`config.mk`:
```
export PLATFORM = sky130hd
export DESIGN_NAME = bad_bank_demux
export DESIGN_NICKNAME = d
export VERILOG_FILES = /design/src/rtl/bad_pkg.sv /design/src/rtl/bad_bank_latch.sv /design/src/rtl/bad_cycle_qual.sv /design/src/rtl/bad_window.sv /design/src/rtl/bad_bank_demux.sv
export SDC_FILE = /design/constraint.sdc
export NUM_CORES = 1
export LEC_CHECK = 0
export BUFFER_PORTS_ARGS = -buffer_cell sky130_fd_sc_hd__buf_2
export CAP_MARGIN = 10
export CORE_MARGIN = 3
export CORE_UTILIZATION = 35
export CTS_CLUSTER_SIZE = 14
export DETAILED_ROUTE_END_ITERATION = 7
export GPL_TIMING_DRIVEN = 1
export HOLD_SLACK_MARGIN = 0.03
export MAX_ROUTING_LAYER = met4
export PLACE_DENSITY = 0.89
export SYNTH_ARGS = -nofsm -noshare
export SYNTH_HDL_FRONTEND = slang
export SYNTH_HIERARCHICAL = 1
export SYNTH_SLANG_ARGS = --single-unit
```
`constraint.sdc`:
```
create_clock -name clk -period 2.7 [get_ports clk]
set_input_delay 0.54 -clock clk [delete_from_list [all_inputs] [get_ports clk]]
set_output_delay 0.54 -clock clk [all_outputs]
set_load 0.03 [all_outputs]
```
`src/rtl/bad_pkg.sv`:
```
package bad_pkg;
   typedef enum logic [1:0] {
      CYC_INTERNAL = 2'b00,
      CYC_OPERAND  = 2'b01,
      CYC_DATA     = 2'b10,
      CYC_OPCODE   = 2'b11
   } cyc_t;
endpackage

```
`src/rtl/bad_bank_latch.sv`:
```
module bad_bank_latch #(
   parameter int BANK_W  = 8,
   parameter bit EMUL_EN = 1'b1
) (
   input  logic              clk,
   input  logic              rst_n,
   input  logic              phi2,
   input  logic              rdy,
   input  logic              emul,
   input  logic [BANK_W-1:0] bus_in,
   output logic [BANK_W-1:0] bank_out
);
   logic [BANK_W-1:0] bank_q;
   logic              open_w;
   logic [BANK_W-1:0] bank_raw;

   // latch is open in phase 1, never while stalled
   assign open_w   = rdy && !phi2;
   assign bank_raw = open_w ? bus_in : bank_q;

   always_ff @(posedge clk or negedge rst_n) begin
      if (!rst_n)      bank_q <= '0;
      else if (open_w) bank_q <= bus_in;
   end

   generate
      if (EMUL_EN) begin : g_emul
         assign bank_out = emul ? '0 : bank_raw;
         p_emul_zero_r7: assert property (@(posedge clk) disable iff (!rst_n)
            emul |-> (bank_out == '0))
            else $error("emulation bank not zero");
      end else begin : g_native
         logic unused_emul;
         assign unused_emul = emul;
         assign bank_out = bank_raw;
      end
   endgenerate

   p_bank_stall_r5: assert property (@(posedge clk) disable iff (!rst_n)
      !rdy |=> $stable(bank_q))
      else $error("bank moved during stall");
   p_bank_phase2_r2: assert property (@(posedge clk) disable iff (!rst_n)
      phi2 |=> $stable(bank_q))
      else $error("bank moved in phase 2");
endmodule

```
`src/rtl/bad_cycle_qual.sv`:
```
module bad_cycle_qual
   import bad_pkg::*;
(
   input  logic clk,
   input  logic rst_n,
   input  logic phi2,
   input  logic rdy,
   input  logic data_valid,
   input  logic prog_valid,
   input  logic rd_wr_n,
   output cyc_t cyc_type,
   output logic rd_en,
   output logic wr_en,
   output logic drv_en
);
   logic dir_q;
   logic armed_q;
   logic dir_eff;
   logic addr_ok;
   logic live;

   always_ff @(posedge clk or negedge rst_n) begin
      if (!rst_n) begin
         dir_q   <= 1'b1;
         armed_q <= 1'b0;
      end else begin
         if (rdy)   dir_q   <= rd_wr_n;
         if (!phi2) armed_q <= 1'b1;
      end
   end

   assign dir_eff  = rdy ? rd_wr_n : dir_q;
   assign cyc_type = cyc_t'({data_valid, prog_valid});
   assign addr_ok  = (cyc_type != CYC_INTERNAL);
   assign live     = armed_q && phi2;
   assign rd_en    = live && dir_eff && addr_ok;
   assign wr_en    = live && !dir_eff;
   assign drv_en   = live && dir_eff;

   p_no_internal_rd_r3: assert property (@(posedge clk) disable iff (!rst_n)
      (!data_valid && !prog_valid) |-> !rd_en)
      else $error("read strobe on internal cycle");
   p_rd_wr_excl_r4: assert property (@(posedge clk) disable iff (!rst_n)
      !(rd_en && wr_en))
      else $error("read and write together");
   p_drv_phase2_r6: assert property (@(posedge clk) disable iff (!rst_n)
      drv_en |-> (phi2 && !wr_en))
      else $error("driver on outside read phase 2");
   p_dir_stall_r5: assert property (@(posedge clk) disable iff (!rst_n)
      (!rdy && phi2 && armed_q) |=> (!rdy && phi2) |-> $stable(drv_en))
      else $error("direction moved during stall");
   p_armed_r9: assert property (@(posedge clk) disable iff (!rst_n)
      !armed_q |-> !(rd_en || wr_en || drv_en))
      else $error("strobe before arming");
endmodule

```
`src/rtl/bad_window.sv`:
```
module bad_window #(
   parameter int ADDR_W = 24
) (
   input  logic [ADDR_W-1:0] addr,
   input  logic [ADDR_W-1:0] base,
   input  logic [ADDR_W-1:0] mask,
   output logic              hit
);
   logic [ADDR_W-1:0] bit_ok;

   generate
      for (genvar i = 0; i < ADDR_W; i++) begin : g_bit
         assign bit_ok[i] = !mask[i] || (addr[i] == base[i]);
      end
   endgenerate

   assign hit = &bit_ok;
endmodule

```
`src/rtl/bad_bank_demux.sv`:
```
module bad_bank_demux
   import bad_pkg::*;
#(
   parameter int LO_W    = 16,
   parameter int BANK_W  = 8,
   parameter bit EMUL_EN = 1'b1
) (
   input  logic                   clk,
   input  logic                   rst_n,
   input  logic                   phi2,
   input  logic                   rdy,
   input  logic                   emul,
   input  logic                   data_valid,
   input  logic                   prog_valid,
   input  logic                   rd_wr_n,
   input  logic [LO_W-1:0]        addr_lo,
   input  logic [BANK_W-1:0]      bus_in,
   input  logic [LO_W+BANK_W-1:0] win_base,
   input  logic [LO_W+BANK_W-1:0] win_mask,
   output logic [LO_W+BANK_W-1:0] addr_full,
   output logic [1:0]             cyc_type,
   output logic                   mem_rd,
   output logic                   mem_wr,
   output logic                   periph_cs,
   output logic                   core_drv_en
);
   localparam int FULL_W = LO_W + BANK_W;

   generate
      if (LO_W < 1)   begin : g_bad_lo   $error("LO_W must be positive");   end
      if (BANK_W < 1) begin : g_bad_bank $error("BANK_W must be positive"); end
   endgenerate

   logic [BANK_W-1:0] bank_w;
   cyc_t              cyc_w;
   logic              hit_w;

   bad_bank_latch #(.BANK_W(BANK_W), .EMUL_EN(EMUL_EN)) i_latch (
      .clk(clk), .rst_n(rst_n), .phi2(phi2), .rdy(rdy), .emul(emul),
      .bus_in(bus_in), .bank_out(bank_w)
   );

   bad_cycle_qual i_qual (
      .clk(clk), .rst_n(rst_n), .phi2(phi2), .rdy(rdy),
      .data_valid(data_valid), .prog_valid(prog_valid), .rd_wr_n(rd_wr_n),
      .cyc_type(cyc_w), .rd_en(mem_rd), .wr_en(mem_wr), .drv_en(core_drv_en)
   );

   assign addr_full = {bank_w, addr_lo};
   assign cyc_type  = cyc_w;

   bad_window #(.ADDR_W(FULL_W)) i_win (
      .addr(addr_full), .base(win_base), .mask(win_mask), .hit(hit_w)
   );

   assign periph_cs = hit_w && (mem_rd || mem_wr);

   p_cs_needs_strobe_r8: assert property (@(posedge clk) disable iff (!rst_n)
      periph_cs |-> (mem_rd || mem_wr))
      else $error("chip select without strobe");
   p_cs_internal_r8: assert property (@(posedge clk) disable iff (!rst_n)
      (cyc_type == 2'b00 && core_drv_en) |-> !periph_cs)
      else $error("chip select on internal read");
endmodule

```
==> run metrics <==
pwr dens=356 nW/um2; fin worst setup slack=91.9 ps; Tightest Hold Check Type=input port to async pin; Rel. slew slack=80.5%; Worst Path Required=2160 ps; Ant. Diodes=0; number of port buffers=109; status=complete, no violations; initial antenna violation count=0; Post-Syn Nets=193; Arr. time, crit path=2070 ps; total power=588 uW; Die ar.=3860 um2; Finish-stage setup viols=0; skew final=0 ps; Max VDD drop=0.202 mV; worst-path maximum fanout=8; reg2reg end=i_latch/bank_q[4]; MaxCap Viol Count=0; NumNets Final=290; global route overflow=0; Worst R2R Setup Slack=1930 ps; Inst Count DP=246; Detailed Routing Iterations Pass 1=4; filler cell count=259; area occupied by multi-input gates=736 um2; Routed Antenna Nets=0; die width=62.1 um; vias per cell=4.63; GRT Total Usage=16.3%; first-pass GRT wire length=5190 um; CTS Sinks=10; worst-skew pair later-pin latency=250 ps; final core utilization=57.5%; Startpoint Class=input port; vias in the first global route=1224; DPL Wire Length=2740 um; period utilisation layout=96.6%; Yosys cell types=22; Final Non-Filler Cells=251; drt first-iter violations=22; Netlist Area Pre-Place=1100 um2; num rows=19; Syn. warnings=6; worst-margin pin slew=293 ps; Crit. End Element=primary output; Crit Path Class=input port to primary output; worst reg2reg path depth=1; FF-to-FF Start=i_latch/bank_q[4]; share of layout cells above drive strength 1=66.0%; largest net degree at the start of global routing=17; Leak Pwr=0.893 nW; layout overhead on the synthesized area=50.1%; height of the die=62.1 um; DR DRC count=0; CTS clk-pin slew, worst paths=70 ps; register area=251 um2; I/O pins=110; final hold vios=0; Final min period=2610 ps; core area=2880 um2; Inserted Clock Buffers=3; pre-CTS setup slack=-9.38 ps; RD Place Congestion=0.776; Final Slew Violations=0; initial core utilization=38.3%; clk buf depth=2; FF+latch count, synth=10; total number of vias=1161; TritonCTS clock tree=built; cells after synthesis=113; RSZ-0062 raised after global routing=true; total routed wirelength=3190 um; Seq/Total Area, Yosys=22.8%; max frequency=0.383 GHz; Mapped Avg Cell Area=9.75 um2; htree depth=1; Root Buffer=clkbuf_4; drt wl/cell=12.7 um
[stage by stage]
stage                     TNS [ps]  hold slack (ps)  area (um2)
after floorplan                  0              244        1130
after global placement           0              415        1600
after detailed placement     -9.38              415        1600
after CTS                        0              127        1620
after global routing         -44.0              130        1650
final                            0              125        1650
[worst max-delay path, stage by stage]
cell	delay, ps
buf_6	90
and2b_4	340
o21ai_2	100
xor2_1	140
a22oi_1	200
nand4_1	160
nor3_2	220
o21a_1	150
buf_6	130
[flip-flops by register name (all words and copies together) (netlist names)]
register,count
i_qual/armed_q,1
i_latch/bank_q,8
i_qual/dir_q,1
[Yosys cell counts]
library cell / instances / area share [%]
nand2b_1: 9 / 5.1
nand4bb_1: 8 / 8.2
buf_4: 18 / 12
buf_6: 1 / 1.0
o21a_1: 1 / 0.68
nor3_1: 1 / 0.45
o21ai_0: 8 / 3.6
dfstp_2: 1 / 2.4
nand4_1: 3 / 1.7
and2b_2: 1 / 0.79
inv_2: 1 / 0.34
mux2i_2: 1 / 1.2
clkbuf_1: 1 / 0.34
nor2_2: 1 / 0.57
nor3_2: 1 / 0.91
nor2_1: 2 / 0.68
a22oi_1: 12 / 8.2
dfrtp_1: 9 / 20
mux2_4: 8 / 11
xor2_1: 24 / 19
nand2_1: 1 / 0.34
nand2b_2: 1 / 0.79
[report_power, final]
group          internal (mW)  leakage (nW)  switching [mW]
sequential             0.170         0.113          0.0114
combinational          0.139         0.765           0.161
clock                 0.0569        0.0150          0.0490
total                  0.366         0.893           0.222
[cell families after synthesis]
family,Yosys count,synth area share (%)
AO/OA/AOI/OAI,21,12.5
XOR/XNOR,24,19.1
buffers and inverters,21,14.0
flip-flops,10,22.8
multiplexers,9,12.1
AND/OR/NAND/NOR,28,19.5
[area by class of cell]
type                            count  share of cell area (%)
Tap cell                           42                    3.18
Timing Repair Buffer              112                    35.3
Inverter                            1                   0.227
Clock buffer                        4                    1.59
Multi-Input combinational cell     82                    44.5
Sequential cell                    10                    15.2
[metal layers]
metal | part of all wire [%] | vias to the layer above | GRT usage [%] | routed length (um)
met5 | 0 | - | - | 0
met4 | 0.44 | 0 | 4.14 | 14
met3 | 12 | 2 | 3.96 | 381
met2 | 50 | 79 | 30.0 | 1590
met1 | 38 | 498 | 17.6 | 1200
li1 | - | 582 | - | -
[cell usage in the layout (no fill, tap or decap), drive strengths merged, types with 2 or more instances in the layout]
cell type  instances
nand2b            10
a22oi             12
nand4bb            8
xor2              24
buf              112
mux2               8
clkbuf             4
nor2               3
o21ai              8
nand4              3
nor3               2
dfrtp              9
[what timing repair did]
action,CTS,global route
resized for setup,1,6
cloned,0,0
pin swaps,0,5
buffers inserted,0,1
endpoints found under the setup margin,1,1
hold buffers,0,0
[how the worst max path moves through the flow]
stage                     cells past startpoint  start        end
final                                         9   phi2  periph_cs
after global routing                         10   phi2  periph_cs
after CTS                                     9   phi2  periph_cs
after detailed placement                      9   phi2  periph_cs
after global placement                        9   phi2  periph_cs
after floorplan                               7   phi2  periph_cs
(Power assumes the default switching activity.)
